$ cat src/rtl/toggle_ram.sv
module toggle_ram #(
  parameter int DATA_W = 16,
  parameter int DEPTH  = 24,
  parameter int ADDR_W = $clog2(DEPTH)
) (
  input  logic              clk,
  input  logic              rst_n,
  input  logic              cmd_go,
  input  logic              cmd_we,
  input  logic [ADDR_W-1:0] cmd_addr,
  input  logic [DATA_W-1:0] cmd_wdata,
  output logic              req_flag,
  output logic              en_flag,
  output logic [DATA_W-1:0] rd_data,
  output logic [DATA_W-1:0] dest_q,
  output logic              dest_vld
);
  localparam logic [ADDR_W:0] LIMIT = (ADDR_W+1)'(DEPTH);

  logic [DATA_W-1:0] mem [DEPTH];
  logic              we_q, load_pend;
  logic [ADDR_W-1:0] addr_q;
  logic [DATA_W-1:0] wdata_q;

  wire hit    = {1'b0, addr_q} < LIMIT;
  wire active = en_flag != req_flag;

  always_ff @(posedge clk or negedge rst_n) begin
    if (!rst_n) begin
      req_flag  <= 1'b0;
      we_q      <= 1'b0;
      addr_q    <= '0;
      wdata_q   <= '0;
      load_pend <= 1'b0;
      dest_q    <= '0;
      dest_vld  <= 1'b0;
    end else begin
      dest_vld  <= load_pend;
      if (load_pend) dest_q <= rd_data;
      load_pend <= cmd_go && !cmd_we;
      if (cmd_go) begin
        req_flag <= ~req_flag;
        we_q     <= cmd_we;
        addr_q   <= cmd_addr;
        wdata_q  <= cmd_wdata;
      end
    end
  end

  always_ff @(negedge clk or negedge rst_n) begin
    if (!rst_n) begin
      en_flag <= 1'b0;
      rd_data <= '0;
    end else if (active) begin
      en_flag <= req_flag;
      if (!we_q) rd_data <= hit ? mem[addr_q] : '0;
    end
  end

  always_ff @(negedge clk) begin
    if (rst_n && active && we_q && hit) mem[addr_q] <= wdata_q;
  end
endmodule

$ cat config.mk
export PLATFORM = sky130hd
export DESIGN_NAME = toggle_ram
export DESIGN_NICKNAME = d
export VERILOG_FILES = /design/src/rtl/toggle_ram.sv
export SDC_FILE = /design/constraint.sdc
export NUM_CORES = 1
export LEC_CHECK = 0
export CAP_MARGIN = 15
export CELL_PAD_IN_SITES_DETAIL_PLACEMENT = 1
export CELL_PAD_IN_SITES_GLOBAL_PLACEMENT = 2
export CORE_MARGIN = 4
export CORE_UTILIZATION = 42
export CTS_CLUSTER_DIAMETER = 200
export DETAILED_ROUTE_END_ITERATION = 12
export GPL_TIMING_DRIVEN = 0
export PLACE_DENSITY = 0.79
export SYNTH_ARGS = -nofsm -noshare
export SYNTH_HDL_FRONTEND = slang
export SYNTH_SLANG_ARGS = --single-unit
$ cat constraint.sdc
create_clock -name clk -period 2.3 [get_ports clk]
set_input_delay 0.575 -clock clk [delete_from_list [all_inputs] [get_ports clk]]
set_output_delay 0.575 -clock clk [all_outputs]
set_load 0.01 [all_outputs]
==> impl_results.md, run 1 <==
* WP data required at 1470 ps
* Relative slew margins at 0.2681
* Top FF cell, synth: edfxtp_1
* Status: finished, violations left
* GP Congestion at 0.7888
* CP Capture Type: register
* Critical path class: register to register
* Crit path DAT at 2500 ps
* Wire length per cell at 29.75 um
* Pin count of the biggest net entering global routing at 42
* Drt via density at 5.678
* Overall Global Routing Usage at 0.2458
* Initial antenna violation count at 0
* Area contributors post-synth: edfxtp_1 (68%), mux2i_1 (10%), dfrtp_1 (6.1%)
* Multi-input logic area at 4746 um^2
* Synth unique cells at 41
* Sink Count at 442
* Slowest stage delay, CP at 520 ps
* RSZ-0062 raised after global routing: yes
* Final Slew Violations at 0
* Num CTS Buffers at 48
* Area growth syn-to-layout at 43.52%
* I/O pin total at 60
* Max VDD drop at 0.9655 mV
* DRT Wirelength at 62.25 mm
* Design Power at 24.89 mW
* Ys Warns at 0
* DR iter-0 viols at 1,337
* Post-synth ARST share at 0.1312
* Core Region at 39,820 um^2
* DR vias at 11,880
* Endpoints failing hold at 0
* Area leader, netlist: edfxtp_1
* Setup crit start kind: register
* LEAKAGE at 10.07 nW
* Clock Skews at 124.0 ps
* Initial core utilization at 0.4253
* Remaining Overflow, GRT at 0
* TritonCTS clock tree: built
* H-Tree Depth at 2
* ANT nets after route at 0
* Die Y at 208.8 um
* Syn nets at 949
* Final setup margin at -1027 ps
* Seq/Total Area, Yosys at 0.7665
* Kind of cell adding the most delay to the critical path: simple AND/OR/NAND/NOR gates
* Slowest cell on crit path: or3b_4
* Clk pin slew, worst setup/hold paths at 70 ps
* Row Count at 73
* Diode count at 0
* Util after Layout at 0.6104
* NumNets Final at 1,553
* DR DRC count at 0
* Die ar. at 43,600 um^2
* Drt first pass iters at 7
* Buffers on Ports at 58
* Crit path cell chain: xnor2_4, a211oi_4, or3b_4, nor2_4, clkbuf_16
* Chip Width at 208.8 um
* Sequential cell area at 12,990 um^2
* Layout cells sized above 1 at 0.2719
* Post-Syn Instances at 924
* Root buffer cell: clkbuf_16
* Worst-margin pin slew at 1098 ps
* Post-synth EDFFs at 384
* Vias in the first global route at 13,180
* PD cells at 1024 nW/um^2
* Final setup viols at 790
* Syn Std Cell Area at 16,940 um^2
* Filler cells at 3,655
* First-pass GRT wire length at 80.36 mm
* Max cap viols at 0
* Largest fanout on the critical path at 6
* Worst path buffer plus inverter count at 1
* Clock Path Buffers at 3
* Later-pin clock latency in the skew report at 680 ps
* Final HPWL DP at 27.28 mm
* Hold Crit Class: input port to async pin
* Syn Area/Cell at 18.33 um^2
* Seq cells post-synth at 442
* Failing checks: negative setup slack
* Worst hold slack at 131.7 ps
* Top-area cell type share of the netlist area at 0.6808
==> synth_stat cells (9+ instances only) <==
library cell / instances
o21ai_1: 10
a32oi_1: 9
nor4_1: 16
o22ai_1: 64
a22oi_1: 25
nand2_1: 10
buf_2: 36
nor2_1: 25
dfrtn_1: 17
mux2_2: 39
edfxtp_1: 384
clkbuf_1: 15
dfrtp_1: 41
mux2i_1: 170
==> layout by cell type, fill, tap and decap left out, drive strengths merged, types with 4 or more instances in the layout <==
cell type / count
a22oi: 25
a32oi: 9
buf: 152
bufinv: 7
clkbuf: 77
clkdlybuf4s50: 40
clkinv: 11
clkinvlp: 5
dfrtn: 17
dfrtp: 41
dlygate4sd2: 15
edfxtp: 384
inv: 394
mux2: 39
mux2i: 170
mux4: 8
nand2: 10
nor2: 26
nor2b: 4
nor4: 16
o21ai: 16
o221ai: 6
o22a: 6
o22ai: 64
==> registers in the layout, indices dropped and copies added, names as in the netlist <==
signal,cells
dest_q,16
req_flag,1
we_q,1
dest_vld,1
rd_data,16
load_pend,1
addr_q,5
mem,384
en_flag,1
wdata_q,16
==> kinds of logic (layout without fill, tap and decap cells) <==
kind of cell	after synthesis	after routing	share of synthesized area
compound gates	128	128	0.05149
xor+xnor	2	2	0.001034
buf+inv	58	701	0.01751
flops	442	442	0.7665
mux	217	217	0.1370
simple gates	77	77	0.02645
==> stage by stage <==
stage	cells	TNS, ps	cell area, um^2	setup slack (ps)
after floorplan	924	-364870	17370	-967.1
after global placement	1507	-1778510	18610	-4440
after detailed placement	1507	-915110	18610	-2412
after CTS	2041	-331820	23020	-890.0
after global routing	2092	-429600	24310	-1034
final	2092	-401180	24310	-1027
==> per-layer routing <==
layer / track usage / routed length, um / up-vias
met3: 0.06200 / 4289 / 141
met2: 0.4195 / 32150 / 648
met4: 0.1166 / 2526 / 0
met5: 0 / 0 / -
met1: 0.2932 / 23280 / 6141
li1: - / - / 4948
==> where the power goes <==
group / switching [mW] / internal (mW) / leakage [nW] / total (mW)
clock: 6.01 / 5.80 / 2.87 / 11.8
sequential: 0.504 / 9.24 / 4.17 / 9.75
combinational: 1.70 / 1.64 / 3.03 / 3.34
total: 8.21 / 16.7 / 10.1 / 24.9
==> layout make-up <==
cell class	count	area share
clock buffer	56	0.05369
clock inverter	417	0.07453
buffer	52	0.02805
tap	525	0.02702
timing repair buffer	176	0.08714
sequential	442	0.5343
multi-input combinational	424	0.1952
==> repair_timing <==
item                                   CTS  global route
gates cloned                             1             9
setup endpoints to repair              705           801
gates resized for setup                106           147
hold buffers                             1             0
pin swaps                               34            36
endpoints found under the hold margin   41             0
buffers inserted                        60            48
==> final timing paths <==
kind / from / to / slack [ps] / cells past startpoint
max: req_flag$_DFFE_PN0P_ / mem[16][2]$_DFFE_NP_ / -1030 / 5
min: rst_n / addr_q[0]$_DFFE_PN0P_ / 130 / 2
max reg2reg: req_flag$_DFFE_PN0P_ / mem[16][2]$_DFFE_NP_ / -1030 / 5
min reg2reg: load_pend$_DFF_PN0_ / dest_vld$_DFF_PN0_ / 420 / 0
max in group asynchronous: rst_n / rd_data[5]$_DFFE_NN0P_ / 1170 / 1
min in group clk: load_pend$_DFF_PN0_ / dest_vld$_DFF_PN0_ / 420 / 0
(Power assumes the default switching activity.)
==> run 2: changes to the inputs <==
--- a/config.mk
+++ b/config.mk
@@ -8,6 +8,7 @@
 export CAP_MARGIN = 15
 export CELL_PAD_IN_SITES_DETAIL_PLACEMENT = 1
 export CELL_PAD_IN_SITES_GLOBAL_PLACEMENT = 2
+export CORE_ASPECT_RATIO = 2
 export CORE_MARGIN = 4
 export CORE_UTILIZATION = 42
 export CTS_CLUSTER_DIAMETER = 200
==> run 2 against run 1 <==
Net effect:
- the run still ends with negative setup slack left
- critical path depth up 2
- global-route usage grew 1.7 points
- core utilization about the same
- hold slack worse by 38 ps
- flip-flop and latch count unchanged
- via count grew 2.1%
- clock skew rose by 9.5 ps
- first-iteration DRC count decreased by 15%
- cell count hardly changed
- non-clock buffer count is 20 higher
- sequential power about the same
- power fell by 3.0%
- critical path type unchanged
- largest cell class unchanged
==> impl_results.md, run 2 (same netlist as run 1, synthesis figures left out) <==
* Die Y at 292.0 um (+40%)
* NumNets Final at 1,564 (+0.71%)
* Area growth syn-to-layout at 43.15%
* Sink Count at 442 (unchanged)
* Die ar. at 43,800 um^2 (+0.45%)
* DR vias at 12,130 (+2.1%)
* Worst-margin pin slew at 987.9 ps (-110.0 ps)
* Switch Pwr at 8.381 mW (+2.1%)
* Later-pin clock latency in the skew report at 680 ps (about the same)
* Max reg flops at 384 (unchanged)
* Core Region at 39,690 um^2 (-0.33%)
* Drt via density at 5.796 (+2.1%)
* TritonCTS clock tree: built
* Clk pin slew, worst setup/hold paths at 80 ps (about the same)
* Leading cell type in the layout, fill and taps excluded: inv_1
* Initial antenna violation count at 0 (unchanged)
* DR DRC count at 0 (unchanged)
* Initial core utilization at 0.4267 (+0.001394)
* Final Slew Violations at 0 (unchanged)
* Setup crit start kind: register
* Status: finished, violations left
* Pin count of the biggest net entering global routing at 28 (-33%)
* RSZ-0062 raised after global routing: yes
* LEAKAGE at 10.04 nW (-0.33%)
* Clock Skews at 133.5 ps (+9.478 ps)
* Util after Layout at 0.6108 (about the same)
* First-pass GRT wire length at 83.01 mm (+3.3%)
* Remaining Overflow, GRT at 0 (unchanged)
* Failing checks: negative setup slack
* Clock Path Buffers at 3 (unchanged)
* Sequential power share at 0.404 (+0.012)
* GP Congestion at 0.7960 (+0.91%)
* Layout cells sized above 1 at 0.2991 (+0.02725)
* Relative slew margins at 0.3414 (+0.07332)
* Wire length per cell at 32.58 um (+9.5%)
* Num CTS Buffers at 39 (-19%)
* Max VDD drop at 0.4785 mV (-50%)
* Vias in the first global route at 13,120 (-0.47%)
* Chip Width at 150 um (-28%)
* Overall Global Routing Usage at 0.2631 (+0.01735)
* Reg2Reg Depth at 7 (+2)
* Diode count at 0 (unchanged)
* Drt first pass iters at 7 (unchanged)
* Switch share at 0.3471 (+0.01724)
* Gr busiest metal: met2
* ANT nets after route at 0 (unchanged)
* I/O pin total at 60 (unchanged)
* Final HPWL DP at 28.44 mm (+4.3%)
* Row Count at 103 (+41%)
* CP Capture Type: register
* WP data required at 1520 ps (+50 ps)
* Final setup viols at 417 (-47%)
* Root buffer cell: clkbuf_16
* Max cap viols at 0 (unchanged)
* Met1 usage at 0.2604 (-0.03276)
* Endpoints failing hold at 0 (unchanged)
* PD cells at 995.9 nW/um^2 (-2.8%)
* Crit path DAT at 2760 ps (+260 ps)
* Internal at 15.77 mW (-5.5%)
* H-Tree Depth at 2 (unchanged)
* Buffers on Ports at 58 (unchanged)
* Design Power at 24.15 mW (-3.0%)
* Biggest register: mem
* Met3 Use GR at 0.04969 (-0.01231)
* Largest fanout on the critical path at 10 (+4)
* M2 GR Usage at 0.4768 (+0.05721)
* Hold Crit Class: input port to async pin
* DR iter-0 viols at 1,143 (-15%)
* Clk pwr share at 0.445 (-0.029)
* Critical path class: register to register
* Comb power frac at 0.151 (+0.017)
* DRT Wirelength at 68.18 mm (+9.5%)
* Most frequent cells in the layout: inv_1 (387), edfxtp_1 (384), mux2i_1 (137), clkbuf_16 (55), buf_4 (53)
* Final setup margin at -1238 ps (-211.2 ps)
-- run 2: metrics by stage --
step / std cells / area, um^2 / hold WS, ps / setup WS [ps] / TNS [ps]
3_3_place_gp: 1507 / 18610 / 357.0 / -4507 / -1773260
4_1_cts: 2044 / 23110 / 116.7 / -870.6 / -341940
2_1_floorplan: 924 / 17370 / 279.4 / -967.1 / -364870
3_5_place_dp: 1508 / 18620 / 365.0 / -2485 / -912560
5_1_grt: 2093 / 24250 / 118.2 / -1184 / -403620
6_report: 2093 / 24250 / 93.59 / -1238 / -416960
-- run 2: metal layers --
metal / share of wire / vias up / routed length, um
li1: - / 4958 / -
met1: 0.32 / 6154 / 21780
met2: 0.54 / 733 / 36590
met3: 0.059 / 287 / 4036
met4: 0.085 / 0 / 5780
met5: 0 / - / 0
-- run 2: critical path: stages, from the launching register on --
cell and delay [ps]:
dfrtp_2 500, buf_2 240, nand4bb_1 210, buf_4 240, clkbuf_16 210, o22ai_2 130, nor4_2 500, o21ai_1 170
-- run 2: area by class of cell --
class / count / area [um^2]
clock buffer: 42 / 1051
multi-input combinational: 424 / 4711
fill: 3649 / 15450
tap: 525 / 656.9
sequential: 442 / 13010
clock inverter: 412 / 1717
timing repair buffer: 194 / 2410
buffer: 54 / 689.4
-- run 2: power by group through the flow --
stage	registers, mW	logic (mW)	clock network, mW
after floorplan	9.77	1.30	0.990
after global placement	9.79	2.44	0.990
after detailed placement	9.83	2.49	0.990
after CTS	9.70	2.89	9.85
after global routing	9.77	3.75	11.6
final	9.75	3.65	10.7
-- run 2: final timing paths --
path,startpoint,endpoint,slack [ps]
worst max-delay path,addr_q[0]$_DFFE_PN0P_,rd_data[6]$_DFFE_NN0P_,-1240
worst min register to register,load_pend$_DFF_PN0_,dest_vld$_DFF_PN0_,410
max in group asynchronous,rst_n,wdata_q[8]$_DFFE_PN0P_,770
min in group clk,load_pend$_DFF_PN0_,dest_vld$_DFF_PN0_,410
worst max register to register,addr_q[0]$_DFFE_PN0P_,rd_data[6]$_DFFE_NN0P_,-1240
worst min-delay path,rst_n,addr_q[3]$_DFFE_PN0P_,90
-- run 2: repair_timing --
item | 4_1_cts | 5_1_grt
cloned | 8 | 8
hold buffers | 2 | 0
endpoints found under the setup margin | 694 | 796
resized for setup | 163 | 195
pin swaps | 38 | 40
buffers inserted | 74 | 53
hold endpoints to repair | 27 | 0
